===== src/rtl/itmr_pkg.sv =====
// Package: shared constants for the interval timer.
// Holds the register offsets and the bit positions that software relies on.
package itmr_pkg;
    localparam int DATA_W   = 32;
    localparam int MAX_CW   = 29;
    localparam int OFF_TRIG = 0;
    localparam int OFF_STAT = 4;
    localparam int BIT_EN   = 31;
    localparam int BIT_MODE = 30;
    localparam int BIT_ACK  = 30;
    localparam int BIT_PEND = 30;

    typedef enum logic [1:0] {
        SEL_NONE = 2'd0,
        SEL_TRIG = 2'd1,
        SEL_STAT = 2'd2
    } reg_sel_e;
endpackage


===== src/rtl/itmr_regif.sv =====
// Module: itmr_regif
// Decodes register accesses: it turns a write into a load pulse or an
// acknowledge pulse and multiplexes the read data.
// Assumes: byte offsets, and a single-cycle write strobe.
module itmr_regif
    import itmr_pkg::*;
#(
    parameter int CNT_W  = 29,
    parameter int ADDR_W = 4
) (
    input  logic              wr_i,
    input  logic [ADDR_W-1:0] addr_i,
    input  logic [DATA_W-1:0] wdata_i,
    input  logic              en_i,
    input  logic              mode_i,
    input  logic [CNT_W-1:0]  reload_i,
    input  logic [CNT_W-1:0]  cnt_i,
    input  logic              pend_i,
    output logic              load_o,
    output logic              ack_o,
    output logic [DATA_W-1:0] rdata_o
);
    reg_sel_e sel;

    // Map the offset onto a register select
    always_comb begin
        if (addr_i == ADDR_W'(OFF_TRIG))      sel = SEL_TRIG;
        else if (addr_i == ADDR_W'(OFF_STAT)) sel = SEL_STAT;
        else                                  sel = SEL_NONE;
    end

    // Form the write pulses
    always_comb begin
        load_o = wr_i && (sel == SEL_TRIG);
        ack_o  = wr_i && (sel == SEL_STAT) && wdata_i[BIT_ACK];
    end

    // Assemble the read word
    always_comb begin
        rdata_o = '0;
        case (sel)
            SEL_TRIG: begin
                rdata_o[BIT_EN]      = en_i;
                rdata_o[BIT_MODE]    = mode_i;
                rdata_o[CNT_W-1:0]   = reload_i;
            end
            SEL_STAT: begin
                rdata_o[BIT_PEND]    = pend_i;
                rdata_o[CNT_W-1:0]   = cnt_i;
            end
            default: rdata_o = '0;
        endcase
    end
endmodule


===== src/rtl/itmr_cfg.sv =====
// Module: itmr_cfg
// Holds the start flag, the mode flag and the interval. In single-shot mode
// the start flag clears itself on expiry.
// Assumes: expiry is never signalled in a load cycle.
module itmr_cfg
    import itmr_pkg::*;
#(
    parameter int CNT_W = 29
) (
    input  logic              clk,
    input  logic              rst_n,
    input  logic              load_i,
    input  logic [DATA_W-1:0] wdata_i,
    input  logic              expire_i,
    output logic              en_o,
    output logic              mode_o,
    output logic [CNT_W-1:0]  reload_o
);
    // Store the configuration, or drop the start flag after a single-shot expiry
    always_ff @(posedge clk) begin
        if (!rst_n) begin
            en_o     <= 1'b0;
            mode_o   <= 1'b0;
            reload_o <= '0;
        end else if (load_i) begin
            en_o     <= wdata_i[BIT_EN];
            mode_o   <= wdata_i[BIT_MODE];
            reload_o <= wdata_i[CNT_W-1:0];
        end else if (expire_i && !mode_o) begin
            en_o     <= 1'b0;
        end
    end
endmodule


===== src/rtl/itmr_down_counter.sv =====
// Module: itmr_down_counter
// Tick-driven down counter. It loads on a write, steps down once per enabled
// tick, and flags expiry on a tick that finds it at zero.
// Assumes: tick_i is at most one cycle wide for each tick.
module itmr_down_counter #(
    parameter int CNT_W = 29
) (
    input  logic             clk,
    input  logic             rst_n,
    input  logic             tick_i,
    input  logic             en_i,
    input  logic             mode_i,
    input  logic             load_i,
    input  logic [CNT_W-1:0] load_val_i,
    input  logic [CNT_W-1:0] reload_i,
    output logic [CNT_W-1:0] cnt_o,
    output logic             expire_o
);
    logic at_zero;

    // Detect expiry; a load in the same cycle takes priority and drops the tick
    always_comb begin
        at_zero  = (cnt_o == '0);
        expire_o = tick_i && en_i && at_zero && !load_i;
    end

    // Update the count
    always_ff @(posedge clk) begin
        if (!rst_n) begin
            cnt_o <= '0;
        end else if (load_i) begin
            cnt_o <= load_val_i;
        end else if (tick_i && en_i) begin
            if (at_zero) cnt_o <= mode_i ? reload_i : '0;
            else         cnt_o <= cnt_o - 1'b1;
        end
    end
endmodule


===== src/rtl/itmr_irq_flag.sv =====
// Module: itmr_irq_flag
// Pending-interrupt flag: it is set by expiry and cleared by an acknowledge,
// and set wins when both come in the same cycle.
// Assumes: both inputs are single-cycle pulses.
module itmr_irq_flag (
    input  logic clk,
    input  logic rst_n,
    input  logic set_i,
    input  logic clr_i,
    output logic pend_o
);
    // Hold the level until it is acknowledged
    always_ff @(posedge clk) begin
        if (!rst_n)     pend_o <= 1'b0;
        else if (set_i) pend_o <= 1'b1;
        else if (clr_i) pend_o <= 1'b0;
    end
endmodule


===== src/rtl/interval_timer.sv =====
// Module: interval_timer (top)
// Interval timer with a trigger register (offset 0x0), a status/acknowledge
// register (offset 0x4) and a level interrupt.
// Assumes: the tick strobe is synchronous to clk; CNT_W is at most 29.
module interval_timer
    import itmr_pkg::*;
#(
    parameter int CNT_W  = 29,
    parameter int ADDR_W = 4
) (
    input  logic              clk,
    input  logic              rst_n,
    input  logic              tick_i,
    input  logic              reg_wr_i,
    input  logic [ADDR_W-1:0] reg_addr_i,
    input  logic [31:0]       reg_wdata_i,
    output logic [31:0]       reg_rdata_o,
    output logic              irq_o
);
    logic             load_pulse;
    logic             ack_pulse;
    logic             expire;
    logic             en_q;
    logic             mode_q;
    logic [CNT_W-1:0] reload_q;
    logic [CNT_W-1:0] cnt_q;

    itmr_regif #(.CNT_W(CNT_W), .ADDR_W(ADDR_W)) u_regif (
        .wr_i     (reg_wr_i),
        .addr_i   (reg_addr_i),
        .wdata_i  (reg_wdata_i),
        .en_i     (en_q),
        .mode_i   (mode_q),
        .reload_i (reload_q),
        .cnt_i    (cnt_q),
        .pend_i   (irq_o),
        .load_o   (load_pulse),
        .ack_o    (ack_pulse),
        .rdata_o  (reg_rdata_o)
    );

    itmr_cfg #(.CNT_W(CNT_W)) u_cfg (
        .clk      (clk),
        .rst_n    (rst_n),
        .load_i   (load_pulse),
        .wdata_i  (reg_wdata_i),
        .expire_i (expire),
        .en_o     (en_q),
        .mode_o   (mode_q),
        .reload_o (reload_q)
    );

    itmr_down_counter #(.CNT_W(CNT_W)) u_cnt (
        .clk        (clk),
        .rst_n      (rst_n),
        .tick_i     (tick_i),
        .en_i       (en_q),
        .mode_i     (mode_q),
        .load_i     (load_pulse),
        .load_val_i (reg_wdata_i[CNT_W-1:0]),
        .reload_i   (reload_q),
        .cnt_o      (cnt_q),
        .expire_o   (expire)
    );

    itmr_irq_flag u_irq (
        .clk    (clk),
        .rst_n  (rst_n),
        .set_i  (expire),
        .clr_i  (ack_pulse),
        .pend_o (irq_o)
    );
endmodule


===== config.mk =====
export PLATFORM = sky130hd
export DESIGN_NAME = interval_timer
export DESIGN_NICKNAME = d
export VERILOG_FILES = /design/src/rtl/itmr_pkg.sv /design/src/rtl/itmr_regif.sv /design/src/rtl/itmr_cfg.sv /design/src/rtl/itmr_down_counter.sv /design/src/rtl/itmr_irq_flag.sv /design/src/rtl/interval_timer.sv
export SDC_FILE = /design/constraint.sdc
export NUM_CORES = 1
export LEC_CHECK = 0
export BUFFER_PORTS_ARGS = -buffer_cell sky130_fd_sc_hd__clkbuf_2
export CAP_MARGIN = 20
export CORE_ASPECT_RATIO = 1.2
export CORE_MARGIN = 1.5
export CORE_UTILIZATION = 54
export CTS_BUF_LIST = sky130_fd_sc_hd__clkbuf_4
export DETAILED_ROUTE_END_ITERATION = 10
export PLACE_DENSITY = 0.79
export SLEW_MARGIN = 10
export SYNTH_ARGS = -nofsm -noshare
export SYNTH_HDL_FRONTEND = slang
export SYNTH_SLANG_ARGS = --single-unit

===== constraint.sdc =====
create_clock -name clk -period 3.99 [get_ports clk]
set_input_delay 0.1995 -clock clk [delete_from_list [all_inputs] [get_ports clk]]
set_output_delay 0.1995 -clock clk [all_outputs]
set_load 0.01 [all_outputs]

==> flow_summary.json, run 1 <==
{
  "outcome": "finished, final reports clean",
  "cts_hold_buf": 1,
  "fmax_mhz": 327,
  "leakage_nw": 1.62,
  "root_buffer": "clkbuf_4",
  "avgSynthCellArea_um2": 7.57,
  "holdCritPathClass": "primary input to flop",
  "ios": 73,
  "synth_area_leaders": "dfxtp_1, nand2_1, a22o_1",
  "powerDensity_nw_per_um2": 328,
  "fin_crit_sh_pct": 76.7,
  "grt_max_degree": 34,
  "yosys.cell_types.count": 59,
  "seq_area_frac_synth_pct": 34.7,
  "drc": 0,
  "met1_usage_pct": 38.7,
  "internal-power_uw": 865,
  "hold_violations": 0,
  "worstPathMaxFanout": 9,
  "max_slew_margin_pct": 28.4,
  "finalCriticalPeriod_ns": 3.06,
  "crit_path_end_kind": "flop",
  "syn_nets": 506,
  "cts_buffers": 9,
  "combPwrFrac_pct": 25.5,
  "grt_use_total_pct": 30.5,
  "core-area_um2": 6370,
  "tightest_slew_ns": 1.07,
  "switchingPower_uw": 454,
  "critPathKind": "flop to flop",
  "clk_pin_slew_ns": 0.10,
  "max-cap-violations": 0,
  "cp-startpoint": "u_cnt.cnt_o[0]",
  "synth_warnings": 0,
  "hpwl_mm": 6.77,
  "drive_above_1_share_pct": 20.7,
  "routed_via_density": 6.41,
  "detail_route.iter0.violations": 381,
  "switching_share_pct": 34.4,
  "required_ns": 4.28,
  "synth_common_cells": "nand2_1, dfxtp_1, a21oi_1, clkbuf_1, a22o_1",
  "ctsHtreeMaxLevel": 3,
  "n_fill_cell": 581,
  "synth_edf_count": 0,
  "diodes": 0,
  "antenna_found_initial": 0,
  "crit_chain": "inv_1 -> ha_1 -> nor3b_1 -> nand4_1 -> or4b_1 -> nand2_1 -> o21ai_1 -> o21a_1",
  "drv_slew": 0,
  "cp_slowest_cell": "or4b_1",
  "busiest_layer": "met2",
  "startpoint_type": "flop",
  "fin_skew_ns": 0.00966,
  "antenna_left": 0,
  "tns_ns": 0,
  "grt_pass1_vias": 3698,
  "synth_most_common_cell": "nand2_1",
  "synth_area_leader_cell": "dfxtp_1",
  "synth_top_area_share_pct": 34.7,
  "first_pass_iters": 5,
  "cp.arrival_ns": 3.36,
  "final_cells": 606,
  "rsz0062_at_grt": "no",
  "place_inst": 590,
  "die_w_um": 76.7,
  "wl_mm": 10.4,
  "cts_resized": 0,
  "synthesis.area_um2": 3520,
  "clkPwrFrac_pct": 25.9,
  "finalSetupViolCount": 0,
  "synthCells": 465,
  "synthFlopType": "dfxtp_1",
  "vias": 3883,
  "peakVddDrop_mv": 0.158,
  "die_y_um": 91.5,
  "reg2reg_slack_ns": 0.93,
  "grt_use_met3_pct": 5.43,
  "postCtsSetupBuffers": 0,
  "fp-row-count": 32,
  "die-area_um2": 7020,
  "start_util_pct": 55.3,
  "holdWs_ns": 0.0248,
  "use_met2_pct": 49.9,
  "r2r-end": "u_cnt.cnt_o[7]",
  "gp_congestion": 0.878,
  "num-nets-final": 558,
  "worst-r2r-cell-count": 8,
  "cts_tree": "yes",
  "insertion_delay_ns": 0.40,
  "grt-ovfl-total": 0,
  "async_flop_share_pct": 0,
  "r2r-start": "u_cnt.cnt_o[0]",
  "p_seq_share_pct": 48.6,
  "clock-sinks": 61,
  "wl_per_cell_um": 17.2,
  "clock_path_buffers": 2,
  "worstSetupEndpoint": "u_cnt.cnt_o[7]",
  "cp_slowest_stage_delay_ns": 0.81,
  "ys_ff_latch": 61,
  "syn2layout_area_growth_pct": 14.1,
  "port_buffers": 70,
  "grt_pass1_wl_mm": 17.2
}
==> kinds of logic (layout without fill, tap and decap cells) <==
logic type	Yosys count	count (layout)	synth area share (%)
other	1	1	0.106
buffers and inverters	46	102	5.26
and+or+nand+nor	175	175	24.5
adders and majority gates	1	1	0.355
muxes	2	2	0.639
xor gates and xnor gates	11	11	2.74
DFF	61	61	34.7
AOI/OAI and AO/OA	168	168	31.7
==> cell type report <==
class | instances | area [um^2] | area share [%]
multi-input cells | 358 | 2140 | 53.1
flip-flops and latches | 61 | 1220 | 30.4
clock inverters | 6 | 31.3 | 0.778
repair buffers | 81 | 435 | 10.8
well taps | 85 | 106 | 2.65
clock buffers | 9 | 67.6 | 1.68
inverters | 6 | 22.5 | 0.560
==> critical path, delay by kind of cell (launching register included) <==
| family | cells | cell delay [ns] |
|---|---|---|
| buffers and inverters | 1 | 0.07 |
| DFF | 1 | 0.37 |
| and+or+nand+nor | 4 | 2.03 |
| AOI/OAI and AO/OA | 2 | 0.29 |
| adders and majority gates | 1 | 0.18 |
==> stage by stage <==
step / cell area [um^2] / worst slack, ns / total power [mW] / util [%]
2_1_floorplan: 3520 / 1.59 / 0.883 / -
3_3_place_gp: 3910 / 1.11 / 0.972 / 61.4
3_5_place_dp: 3910 / 1.04 / 0.980 / 61.4
4_1_cts: 4020 / 1.01 / 1.32 / 63.1
5_1_grt: 4020 / 0.680 / 1.39 / 63.1
6_report: 4020 / 0.928 / 1.32 / 63.1
==> metal layers <==
layer	share of wire [%]	vias up
met5	0	-
met4	1.6	0
met3	8.1	19
met2	49	198
met1	41	1831
li1	-	1835
==> how the worst min path moves through the flow <==
stage	from	endpoint	slack, ns	cells after the start
finish	reg_wdata_i[0]	u_cfg.reload_o[0]	0.02	3
global route	reg_wdata_i[31]	u_cfg.en_o	0.005	3
CTS	reg_wdata_i[0]	u_cfg.reload_o[0]	0.005	3
detailed placement	reg_wdata_i[18]	u_cfg.reload_o[18]	0.44	3
global placement	reg_wdata_i[0]	u_cfg.reload_o[0]	0.44	3
floorplan	reg_wdata_i[16]	u_cfg.reload_o[16]	0.34	2
==> placed cells by master (no fill, tap or decap), drive strengths merged, types with 4 or more instances in the layout <==
cell type | netlist | final
nand2 | 83 | 83
nor3 | 15 | 15
a22oi | 5 | 5
clkbuf | 37 | 79
nor2 | 27 | 27
o22ai | 8 | 8
o211ai | 9 | 9
inv | 6 | 6
nand3 | 6 | 6
o31ai | 4 | 4
a222oi | 4 | 4
buf | 3 | 10
dfxtp | 61 | 61
a21oi | 48 | 48
or3 | 8 | 8
o21ai | 29 | 29
or4 | 7 | 7
nor4 | 10 | 10
and2 | 6 | 6
xor2 | 10 | 10
clkinv | 0 | 5
a22o | 30 | 30
a31oi | 10 | 10
==> power by group through the flow <==
stage	Clock [mW]	Combinational [mW]	Sequential (mW)
finish	0.342	0.336	0.641
global route	0.375	0.367	0.644
global placement	0	0.319	0.653
floorplan	0	0.236	0.647
CTS	0.352	0.329	0.640
detailed placement	0	0.326	0.654
==> state kept, by name, indices dropped and copies added, names as in the netlist <==
name / cells
u_cfg.reload_o: 29
u_cnt.cnt_o: 29
u_cfg.en_o: 1
u_cfg.mode_o: 1
u_irq.pend_o: 1
Note: power is estimated with default switching activity, not from simulation.
==> inputs of run 2 (changes only) <==
Settings changed: ABC_AREA from default to 1, PLACE_DENSITY 0.79 to 0.77.
Clock period 3.99 ns to 3.1 ns, I/O delays scaled along.
==> run 2 against run 1 <==
Area after synthesis increased by 20%. Via count increased by 26%. Largest cell class unchanged. Largest power group unchanged. Highest routed layer unchanged. Routed wire length increased by 18%.
==> flow_summary.json, run 2 <==
{
  "avgSynthCellArea_um2": 5.64,
  "hpwl_mm": 8.40,
  "synth_top_area_share_pct": 28.8,
  "die_w_um": 83.8,
  "fin_crit_sh_pct": 73.7,
  "synth_warnings": 0,
  "antenna_left": 0,
  "cp_slowest_stage_delay_ns": 0.34,
  "outcome": "finished, final reports clean",
  "core-area_um2": 7660,
  "die_y_um": 100,
  "async_flop_share_pct": 0,
  "synthFlopType": "dfxtp_1",
  "fp-row-count": 35,
  "postCtsSetupBuffers": 0,
  "rsz0062_at_grt": "no",
  "powerDensity_nw_per_um2": 387,
  "hold_path_end": "u_cfg.reload_o[26]",
  "grt_max_degree": 63,
  "detail_route.iter0.violations": 243,
  "grt_pass1_wl_mm": 20.4,
  "synth_area_leader_cell": "dfxtp_1",
  "synth_common_cells": "nand2_1, inv_1, o21ai_0, nand3_1, dfxtp_1",
  "cts_hold_buf": 27,
  "met2_length_mm": 6.09,
  "max-cap-violations": 0,
  "critical_path.top_delay_family": "simple AND/OR/NAND/NOR gates",
  "top_layer_used": "met4",
  "critPathKind": "flop to flop",
  "worst-r2r-cell-count": 13,
  "holdCritPathClass": "primary input to flop",
  "grt-ovfl-total": 0,
  "synth_area_leaders": "dfxtp_1, nand2_1, inv_1",
  "ios": 73,
  "fin_skew_ns": 0.0191,
  "n_fill_cell": 764,
  "r2r-start": "u_cnt.cnt_o[1]",
  "crit_buf_inv": 3,
  "syn2layout_area_growth_pct": 16.9,
  "synthesis.area_um2": 4240,
  "drive_above_1_share_pct": 12.6,
  "start_util_pct": 55.3,
  "synth_edf_count": 0,
  "port_buffers": 70,
  "hold_path_depth": 3,
  "ctsHtreeMaxLevel": 3,
  "layout_common_cells": "nand2_1, inv_1, clkbuf_2",
  "cts_buffers": 9,
  "grt_use_total_pct": 29.7,
  "worstPathMaxFanout": 33,
  "clock_path_buffers": 2,
  "wl_met3_um": 577,
  "place_inst": 882,
  "synth_most_common_cell": "nand2_1",
  "tightest_slew_ns": 0.855,
  "wirelength_met1_mm": 5.20,
  "fmax_mhz": 438,
  "final_cells": 926,
  "tns_ns": 0,
  "crit_path_end_kind": "flop",
  "peakVddDrop_mv": 0.228,
  "reg2reg_slack_ns": 0.82,
  "drv_slew": 0,
  "cts_resized": 0,
  "finalSetupViolCount": 0,
  "wl_per_cell_um": 13.2,
  "routed_via_density": 5.27,
  "grt_pass1_vias": 4562,
  "clock-sinks": 61,
  "vias": 4881,
  "antenna_found_initial": 0,
  "synthCells": 751,
  "hold_violations": 0,
  "first_pass_iters": 6,
  "wl_mm": 12.3,
  "ys_ff_latch": 61,
  "final_common_cell": "nand2_1",
  "cts_tree": "yes",
  "gp_congestion": 0.962,
  "root_buffer": "clkbuf_4",
  "holdCritStartpoint": "reg_wdata_i[26]",
  "drc": 0,
  "required_ns": 3.42,
  "yosys.cell_types.count": 27,
  "reg_top3": "u_cfg.reload_o: 29 flops, u_cnt.cnt_o: 29 flops",
  "cp.arrival_ns": 2.60,
  "finalCriticalPeriod_ns": 2.28,
  "seq_area_frac_synth_pct": 28.8,
  "leakage_nw": 2.80,
  "cp_slowest_cell": "nand2_2",
  "die-area_um2": 8390,
  "crit_chain": "inv_1 -> ha_1 -> nand2_2 -> nor2_8 -> nand2_2 -> clkinv_1 -> nand2_2 -> nand2_1 -> o21ai_1 -> nand2_1 -> nand3_1 -> nand2_1 -> inv_1",
  "num-nets-final": 870,
  "startpoint_type": "flop",
  "diodes": 0,
  "r2r-end": "u_cnt.cnt_o[2]",
  "max_slew_margin_pct": 43.0,
  "clk_pin_slew_ns": 0.12,
  "syn_nets": 792,
  "insertion_delay_ns": 0.42
}
-- run 2: logic make-up (layout without fill, tap and decap cells) --
kind of cell | after synthesis | in the layout | synth area share [%]
other cells | 1 | 1 | 0.0885
simple gates | 406 | 406 | 40.5
fa+ha+maj | 1 | 1 | 0.295
buf+inv | 162 | 245 | 15.6
xor+xnor | 5 | 5 | 1.03
compound gates | 115 | 115 | 13.6
flops | 61 | 61 | 28.8
-- run 2: per-stage QoR --
step	instance area [um^2]	util, %	setup WS (ns)	power [mW]	hold slack (ns)
5_1_grt	4950	64.6	0.568	2.04	0.0134
3_3_place_gp	4560	59.4	0.826	1.40	0.401
4_1_cts	4940	64.4	0.786	1.92	0.00352
2_1_floorplan	4240	-	1.36	1.28	0.303
3_5_place_dp	4560	59.4	0.855	1.41	0.409
6_report	4950	64.6	0.816	1.91	0.0135
-- run 2: where the power goes --
group / internal, mW / total [mW] / switching, mW / leakage, nW
clock: 0.159 / 0.485 / 0.327 / 0.0591
combinational: 0.216 / 0.611 / 0.395 / 2.25
sequential: 0.800 / 0.818 / 0.0176 / 0.493
-- run 2: worst max-delay path by stage --
stage | endpoint | cells after the start | start | slack [ns]
final | u_cnt.cnt_o[2] | 13 | u_cnt.cnt_o[1] | 0.82
after global routing | u_cnt.cnt_o[14] | 13 | u_cnt.cnt_o[1] | 0.57
after CTS | u_cnt.cnt_o[18] | 11 | u_cnt.cnt_o[1] | 0.79
after detailed placement | u_cnt.cnt_o[25] | 11 | u_cnt.cnt_o[1] | 0.86
after global placement | u_cnt.cnt_o[27] | 11 | u_cnt.cnt_o[0] | 0.83
after floorplan | u_cnt.cnt_o[1] | 13 | u_cnt.cnt_o[0] | 1.36
-- run 2: worst reg2reg max path, stage by stage, from the launching register on --
cell and delay, ns:
dfxtp_1 0.33, inv_1 0.13, ha_1 0.33, nand2_2 0.15, nor2_8 0.21, nand2_2 0.08, clkinv_1 0.06, nand2_2 0.34
nand2_1 0.20, o21ai_1 0.08, nand2_1 0.08, nand3_1 0.08, nand2_1 0.09, inv_1 0.03
-- run 2: routing by layer --
layer,global-route usage (%),up-vias
met5,0,-
met4,14.2,0
met3,3.54,30
met2,53.4,146
met1,35.3,2222
li1,-,2483
-- run 2: layout make-up --
class | instances | area, um^2 | area share (%)
well taps | 92 | 115 | 2.32
clock buffers | 9 | 67.6 | 1.36
multi-input cells | 528 | 2360 | 47.6
repair buffers | 103 | 673 | 13.6
clock inverters | 7 | 42.5 | 0.859
flip-flops and latches | 61 | 1220 | 24.7
inverters | 126 | 473 | 9.55
